[config.mk]
export PLATFORM = sky130hd
export DESIGN_NAME = tev_ctrl
export DESIGN_NICKNAME = d
export VERILOG_FILES = /design/src/rtl/tev_pkg.sv /design/src/rtl/tev_regs.sv /design/src/rtl/tev_compare.sv /design/src/rtl/tev_event.sv /design/src/rtl/tev_ctrl.sv
export SDC_FILE = /design/constraint.sdc
export NUM_CORES = 1
export LEC_CHECK = 0
export BUFFER_PORTS_ARGS = -buffer_cell sky130_fd_sc_hd__buf_4
export CORE_UTILIZATION = 45
export DETAILED_ROUTE_END_ITERATION = 7
export PLACE_DENSITY = 0.7
export SYNTH_ARGS = -nofsm -noshare
export SYNTH_HDL_FRONTEND = slang
export SYNTH_SLANG_ARGS = --single-unit
[constraint.sdc]
create_clock -name clk -period 6.2 [get_ports clk]
set_input_delay 1.86 -clock clk [delete_from_list [all_inputs] [get_ports clk]]
set_output_delay 1.86 -clock clk [all_outputs]
set_load 0.02 [all_outputs]
[src/rtl/tev_pkg.sv]
package tev_pkg;
  localparam int TEV_TW = 12;
  localparam int TEV_HW = 12;
  localparam int TEV_EW = ((TEV_TW > TEV_HW) ? TEV_TW : TEV_HW) + 2;
  localparam int TEV_DW = 16;
  localparam int TEV_AW = 3;

  typedef enum logic [1:0] {
    MODE_INT  = 2'd0,
    MODE_CMP  = 2'd1,
    MODE_CRIT = 2'd2,
    MODE_RSVD = 2'd3
  } tev_mode_e;

  localparam logic [TEV_AW-1:0] ADDR_CTRL = 3'd0;
  localparam logic [TEV_AW-1:0] ADDR_HI   = 3'd1;
  localparam logic [TEV_AW-1:0] ADDR_LO   = 3'd2;
  localparam logic [TEV_AW-1:0] ADDR_CRIT = 3'd3;
  localparam logic [TEV_AW-1:0] ADDR_HYST = 3'd4;
  localparam logic [TEV_AW-1:0] ADDR_STAT = 3'd5;

  function automatic logic is_above(input logic signed [TEV_TW-1:0] t,
                                    input logic signed [TEV_TW-1:0] lim);
    return t > lim;
  endfunction

  function automatic logic is_below(input logic signed [TEV_TW-1:0] t,
                                    input logic signed [TEV_TW-1:0] lim);
    return t < lim;
  endfunction

  // true when the sample lies strictly under (crit - hyst), computed wide
  function automatic logic crit_release(input logic signed [TEV_TW-1:0] t,
                                        input logic signed [TEV_TW-1:0] crit,
                                        input logic [TEV_HW-1:0] hy);
    logic signed [TEV_EW-1:0] te;
    logic signed [TEV_EW-1:0] ce;
    logic signed [TEV_EW-1:0] he;
    te = TEV_EW'(t);
    ce = TEV_EW'(crit);
    he = $signed({{(TEV_EW-TEV_HW){1'b0}}, hy});
    return te < (ce - he);
  endfunction
endpackage

[src/rtl/tev_regs.sv]
module tev_regs
  import tev_pkg::*;
(
  input  logic                     clk,
  input  logic                     rst_n,
  input  logic                     wr_en,
  input  logic [TEV_AW-1:0]        wr_addr,
  input  logic [TEV_DW-1:0]        wr_data,
  input  logic [TEV_AW-1:0]        rd_addr,
  output logic [TEV_DW-1:0]        rd_data,
  input  logic                     st_latch,
  input  logic                     st_hi,
  input  logic                     st_lo,
  input  logic                     st_crit,
  output logic                     ctrl_en,
  output tev_mode_e                ctrl_mode,
  output logic signed [TEV_TW-1:0] lim_hi,
  output logic signed [TEV_TW-1:0] lim_lo,
  output logic signed [TEV_TW-1:0] lim_crit,
  output logic [TEV_HW-1:0]        hyst,
  output logic                     clr_evt
);
  localparam logic signed [TEV_TW-1:0] TMAX = {1'b0, {(TEV_TW-1){1'b1}}};
  localparam logic signed [TEV_TW-1:0] TMIN = {1'b1, {(TEV_TW-1){1'b0}}};

  always_ff @(posedge clk or negedge rst_n) begin
    if (!rst_n) begin
      ctrl_en   <= 1'b0;
      ctrl_mode <= MODE_INT;
      lim_hi    <= TMAX;
      lim_lo    <= TMIN;
      lim_crit  <= TMAX;
      hyst      <= '0;
    end else if (wr_en) begin
      case (wr_addr)
        ADDR_CTRL: begin
          ctrl_en   <= wr_data[0];
          ctrl_mode <= tev_mode_e'(wr_data[2:1]);
        end
        ADDR_HI:   lim_hi   <= wr_data[TEV_TW-1:0];
        ADDR_LO:   lim_lo   <= wr_data[TEV_TW-1:0];
        ADDR_CRIT: lim_crit <= wr_data[TEV_TW-1:0];
        ADDR_HYST: hyst     <= wr_data[TEV_HW-1:0];
        default: ;
      endcase
    end
  end

  assign clr_evt = wr_en && (wr_addr == ADDR_STAT) && wr_data[0];

  always_comb begin
    rd_data = '0;
    case (rd_addr)
      ADDR_CTRL: rd_data = {{(TEV_DW-3){1'b0}}, ctrl_mode, ctrl_en};
      ADDR_HI:   rd_data = {{(TEV_DW-TEV_TW){1'b0}}, lim_hi};
      ADDR_LO:   rd_data = {{(TEV_DW-TEV_TW){1'b0}}, lim_lo};
      ADDR_CRIT: rd_data = {{(TEV_DW-TEV_TW){1'b0}}, lim_crit};
      ADDR_HYST: rd_data = {{(TEV_DW-TEV_HW){1'b0}}, hyst};
      ADDR_STAT: rd_data = {{(TEV_DW-4){1'b0}}, st_crit, st_lo, st_hi, st_latch};
      default:   rd_data = '0;
    endcase
  end
endmodule

[src/rtl/tev_compare.sv]
module tev_compare
  import tev_pkg::*;
(
  input  logic                     clk,
  input  logic                     rst_n,
  input  logic                     samp_valid,
  input  logic signed [TEV_TW-1:0] samp_temp,
  input  logic                     en,
  input  logic signed [TEV_TW-1:0] lim_hi,
  input  logic signed [TEV_TW-1:0] lim_lo,
  input  logic signed [TEV_TW-1:0] lim_crit,
  input  logic [TEV_HW-1:0]        hyst,
  output logic                     window_hit,
  output logic                     flag_hi,
  output logic                     flag_lo,
  output logic                     flag_crit,
  output logic                     crit_act
);
  logic hit_hi, hit_lo, hit_crit, rel_crit;

  assign hit_hi     = is_above(samp_temp, lim_hi);
  assign hit_lo     = is_below(samp_temp, lim_lo);
  assign hit_crit   = is_above(samp_temp, lim_crit);
  assign rel_crit   = crit_release(samp_temp, lim_crit, hyst);
  assign window_hit = hit_hi | hit_lo;

  always_ff @(posedge clk or negedge rst_n) begin
    if (!rst_n) begin
      flag_hi   <= 1'b0;
      flag_lo   <= 1'b0;
      flag_crit <= 1'b0;
    end else if (samp_valid) begin
      flag_hi   <= hit_hi;
      flag_lo   <= hit_lo;
      flag_crit <= hit_crit;
    end
  end

  always_ff @(posedge clk or negedge rst_n) begin
    if (!rst_n) begin
      crit_act <= 1'b0;
    end else if (!en) begin
      crit_act <= 1'b0;
    end else if (samp_valid) begin
      if (hit_crit)      crit_act <= 1'b1;
      else if (rel_crit) crit_act <= 1'b0;
    end
  end
endmodule

[src/rtl/tev_event.sv]
module tev_event
  import tev_pkg::*;
(
  input  logic      clk,
  input  logic      rst_n,
  input  logic      en,
  input  tev_mode_e mode,
  input  logic      samp_valid,
  input  logic      window_hit,
  input  logic      clr_evt,
  input  logic      flag_hi,
  input  logic      flag_lo,
  input  logic      crit_act,
  output logic      int_latch,
  output logic      evt_active
);
  logic set_req;
  assign set_req = samp_valid && window_hit && (mode == MODE_INT);

  always_ff @(posedge clk or negedge rst_n) begin
    if (!rst_n)       int_latch <= 1'b0;
    else if (!en)     int_latch <= 1'b0;
    else if (set_req) int_latch <= 1'b1;
    else if (clr_evt) int_latch <= 1'b0;
  end

  always_comb begin
    evt_active = 1'b0;
    if (en) begin
      case (mode)
        MODE_INT:  evt_active = int_latch | crit_act;
        MODE_CRIT: evt_active = crit_act;
        default:   evt_active = flag_hi | flag_lo | crit_act;
      endcase
    end
  end
endmodule

[src/rtl/tev_ctrl.sv]
module tev_ctrl
  import tev_pkg::*;
(
  input  logic              clk,
  input  logic              rst_n,
  input  logic              samp_valid,
  input  logic [TEV_TW-1:0] samp_temp,
  input  logic              wr_en,
  input  logic [TEV_AW-1:0] wr_addr,
  input  logic [TEV_DW-1:0] wr_data,
  input  logic [TEV_AW-1:0] rd_addr,
  output logic [TEV_DW-1:0] rd_data,
  output logic              event_n
);
  logic                     ctrl_en;
  tev_mode_e                ctrl_mode;
  logic signed [TEV_TW-1:0] lim_hi, lim_lo, lim_crit;
  logic [TEV_HW-1:0]        hyst;
  logic                     clr_evt;
  logic                     window_hit, flag_hi, flag_lo, flag_crit, crit_act;
  logic                     int_latch, evt_active;

  tev_regs u_regs (
    .clk(clk), .rst_n(rst_n), .wr_en(wr_en), .wr_addr(wr_addr), .wr_data(wr_data),
    .rd_addr(rd_addr), .rd_data(rd_data),
    .st_latch(int_latch), .st_hi(flag_hi), .st_lo(flag_lo), .st_crit(flag_crit),
    .ctrl_en(ctrl_en), .ctrl_mode(ctrl_mode), .lim_hi(lim_hi), .lim_lo(lim_lo),
    .lim_crit(lim_crit), .hyst(hyst), .clr_evt(clr_evt)
  );

  tev_compare u_cmp (
    .clk(clk), .rst_n(rst_n), .samp_valid(samp_valid), .samp_temp($signed(samp_temp)),
    .en(ctrl_en), .lim_hi(lim_hi), .lim_lo(lim_lo), .lim_crit(lim_crit), .hyst(hyst),
    .window_hit(window_hit), .flag_hi(flag_hi), .flag_lo(flag_lo),
    .flag_crit(flag_crit), .crit_act(crit_act)
  );

  tev_event u_evt (
    .clk(clk), .rst_n(rst_n), .en(ctrl_en), .mode(ctrl_mode), .samp_valid(samp_valid),
    .window_hit(window_hit), .clr_evt(clr_evt), .flag_hi(flag_hi), .flag_lo(flag_lo),
    .crit_act(crit_act), .int_latch(int_latch), .evt_active(evt_active)
  );

  assign event_n = ~evt_active;
endmodule

==> flow_metrics.py <==
metrics = {
    "sta": {
        "maxSlewHeadroom": 0.4188,
        "tns_ns": 0,
        "tightest_slew_ns": 0.8719,
        "rsz0062_at_grt": "false",
        "period_share": 0.8623,
        "fmax_mhz": 187.0,
        "hold_slack_ns": 0.5246,
        "finalSetupViolCount": 0,
        "finalHoldViolations": 0,
        "fin_crit_ns": 5.346,
        "slew_violations": 0,
        "skew_ns": 0.01352,
    },
    "clock_network": {
        "cts_setup_buffers": 0,
        "cts-hold-fix-buffers": 0,
        "cts_tree": "built",
        "cts_sinks": 56,
        "cts_resized": 0,
        "clk-insertion-delay-late_ns": 0.32,
        "root_buffer": "clkbuf_8",
        "cts_max_level": 2,
        "cts_buffers": 5,
        "clk_pin_slew_ns": 0.11,
        "cts_max_path_buffers": 2,
    },
    "final_layout": {
        "antenna_cells": 0,
        "nets": 625,
        "layout-area-overhead-vs-synth_pct": 12.07,
        "n_fill_cell": 896,
        "drive_gt1_frac": 0.2110,
    },
    "critical_path": {
        "path_depth": 6,
        "cp.arrival_ns": 3.49,
        "cpMostUsedCell": "buf_4",
        "startpoint_type": "input port",
        "worstSetupPathType": "input port to output pin",
        "crit_chain": "buf_4 -> nor2b_1 -> buf_4 -> a221oi_1 -> a21oi_1 -> buf_4",
        "crit_path_max_fanout": 17,
        "cp-end-kind": "output pin",
        "slowest_stage": "nor2b_1",
        "cp.required_ns": 4.34,
        "crit_family": "buffers and inverters",
        "cp_slowest_stage_delay_ns": 0.62,
        "r2r_cells": 14,
        "worstPathBufferInverterCount": 3,
    },
    "power_and_ir_drop": {
        "switching_power_mw": 0.6209,
        "switching_share": 0.4080,
        "cellPowerDensity_nw_per_um2": 308.8,
        "p_int_mw": 0.9008,
        "sequentialPowerShare": 0.351,
        "max-vdd-ir-drop_v": 0.0001249,
        "pwr-share-clk": 0.134,
        "p_comb_frac": 0.515,
        "leakagePower_nw": 2.294,
    },
    "logic_synthesis": {
        "synthAdderAreaFrac": 0.1781,
        "netlist_area_sq_um": 4397,
        "synth-simple-area-share": 0.1281,
        "synthCells": 487,
        "synth_top_family_by_area": "compound AO/OA/AOI/OAI gates",
        "synth_xor_area_frac": 0.01793,
        "synth_compound_area_frac": 0.1895,
        "syn_avg_cell_area_sq_um": 9.028,
        "synth_mux_area_frac": 0.08680,
        "synth_warnings": 0,
        "synth_cell_types": 56,
        "synthTopCellsByArea": "dfrtp_1 (19%), ha_1 (17%), dfstp_2 (14%)",
        "yosysMostFrequentCell": "ha_1",
        "ys_ff_latch": 56,
        "synth_common_cells": "ha_1 (61), inv_1 (57), nand2_1 (47)",
        "seq_area_frac_synth": 0.3253,
        "synth_top_area_frac": 0.1878,
        "synth-edff-count": 0,
        "synth_ff_type": "dfrtp_1",
        "synth_top_cell_by_area": "dfrtp_1",
        "ys_async_sr_fraction": 1.000,
    },
    "detailed_routing": {
        "initialDrtViolationCount": 145,
        "vias_per_cell": 5.542,
        "num_vias": 3630,
        "routedWlPerCell_um": 16.93,
        "ant_nets": 0,
        "drt_pass1_iterations": 4,
        "routed_wl_um": 11090,
        "drc_errors": 0,
    },
    "floorplanning": {
        "fp.dieW_um": 100.8,
        "start_util": 0.4692,
        "pin_count": 55,
        "die_area_sq_um": 10170,
        "core_sq_um": 9371,
        "fp.dieH_um": 100.8,
        "rows": 35,
    },
    "grt": {
        "grt_remaining_overflow": 0,
        "grt_pass1_vias": 3653,
        "grt_pass1_wl_um": 18010,
        "groute.usage.overall": 0.2331,
        "grt_max_degree": 57,
        "antenna_found_initial": 0,
    },
    "job": {
        "cap_violations": 0,
    },
    "min_path": {
        "hold_depth": 2,
        "holdCritPathClass": "flop to flop",
    },
    "placement": {
        "io_buffer_count": 46,
        "dp_hpwl_um": 8492,
        "place.gp.congestion": 0.8609,
    },
    "outcome": {
        "status": "finished clean",
    },
}
[registers in the layout, summed over array words and instances, names as in the netlist, 2 cells and up]
signal / cells
u_regs.lim_crit: 12
u_regs.hyst: 12
u_regs.lim_hi: 12
u_regs.ctrl_mode: 2
u_regs.lim_lo: 12
[stage by stage]
stage	worst slack (ns)	cells	instance area (sq um)	util	total power [mW]
finish	0.8537	655	4927	0.5258	1.522
global route	0.7967	655	4927	0.5258	1.647
CTS	0.9048	655	4927	0.5258	1.524
detailed placement	0.9146	647	4841	0.5166	1.312
global placement	0.8793	647	4841	0.5166	1.277
floorplan	1.385	490	4408	-	1.095
[kinds of logic after synthesis]
group                    Yosys count
other                              1
XOR/XNOR                           9
adder cells (fa/ha/maj)           62
AO/OA/AOI/OAI                    133
multiplexers                      34
buffers and inverters             79
flip-flops                        56
AND/OR/NAND/NOR                  113
[routing by layer]
layer / vias to the layer above / GRT usage / part of all wire
li1: 1798 / - / -
met1: 1740 / 0.3130 / 0.46
met2: 88 / 0.3983 / 0.49
met3: 4 / 0.02913 / 0.052
met4: 0 / 0.05909 / 0.0035
met5: - / 0 / 0
[placed cells by master (no fill, tap or decap), types with 5 or more instances in the layout]
master	instances
ha_1	61
inv_1	57
buf_4	50
nand2_1	47
o21ai_0	46
dfrtp_1	33
a21oi_1	24
dfstp_2	23
nor2_1	20
mux2_2	19
mux2i_1	13
o22ai_1	10
nor2b_1	9
a22oi_1	9
a21o_1	8
nand4_1	8
nand3_1	7
nand2b_1	5
a211oi_1	5
o21a_1	5
xnor2_1	5
o211ai_1	5
clkbuf_8	5
[power groups by stage]
stage	Sequential, mW	Clock [mW]	Combinational (mW)
floorplan	0.516	0	0.579
global placement	0.539	0	0.738
detailed placement	0.540	0	0.771
CTS	0.535	0.210	0.780
global route	0.548	0.224	0.876
finish	0.535	0.203	0.784
[area by class of cell]
cell class / instances / area (sq um) / area share
multi-input cells: 355 / 2660 / 0.5399
flip-flops and latches: 56 / 1430 / 0.2902
repair buffers: 50 / 375.4 / 0.07618
inverters: 57 / 214.0 / 0.04342
well taps: 129 / 161.4 / 0.03276
clock buffers: 6 / 72.57 / 0.01473
clock inverters: 2 / 13.76 / 0.002793
[path summary, 6_finish.rpt]
| check | to | start | slack [ns] |
|---|---|---|---|
| min in group asynchronous | u_regs.lim_lo[2] | rst_n | 1.59 |
| worst max-delay path | rd_data[3] | rd_addr[1] | 0.85 |
| worst min register to register | u_regs.lim_hi[9] | u_regs.lim_hi[9] | 0.52 |
| worst max register to register | u_cmp.crit_act | u_regs.lim_crit[0] | 2.80 |
| worst min-delay path | u_regs.lim_hi[9] | u_regs.lim_hi[9] | 0.52 |
| max in group asynchronous | u_regs.hyst[7] | rst_n | 4.12 |
[worst reg2reg max path: stages (launching register included)]
cell and delay, ns:
dfstp_2 0.58, inv_1 0.05, ha_1 0.23, fa_1 0.42, nor2b_1 0.13, o21ai_1 0.09, a21oi_1 0.34, o211ai_1 0.20
o311a_1 0.32, ha_1 0.28, nand4_1 0.11, a21oi_1 0.06, o22ai_1 0.15, o311a_1 0.24, o22ai_1 0.09
(Power assumes the default switching activity.)
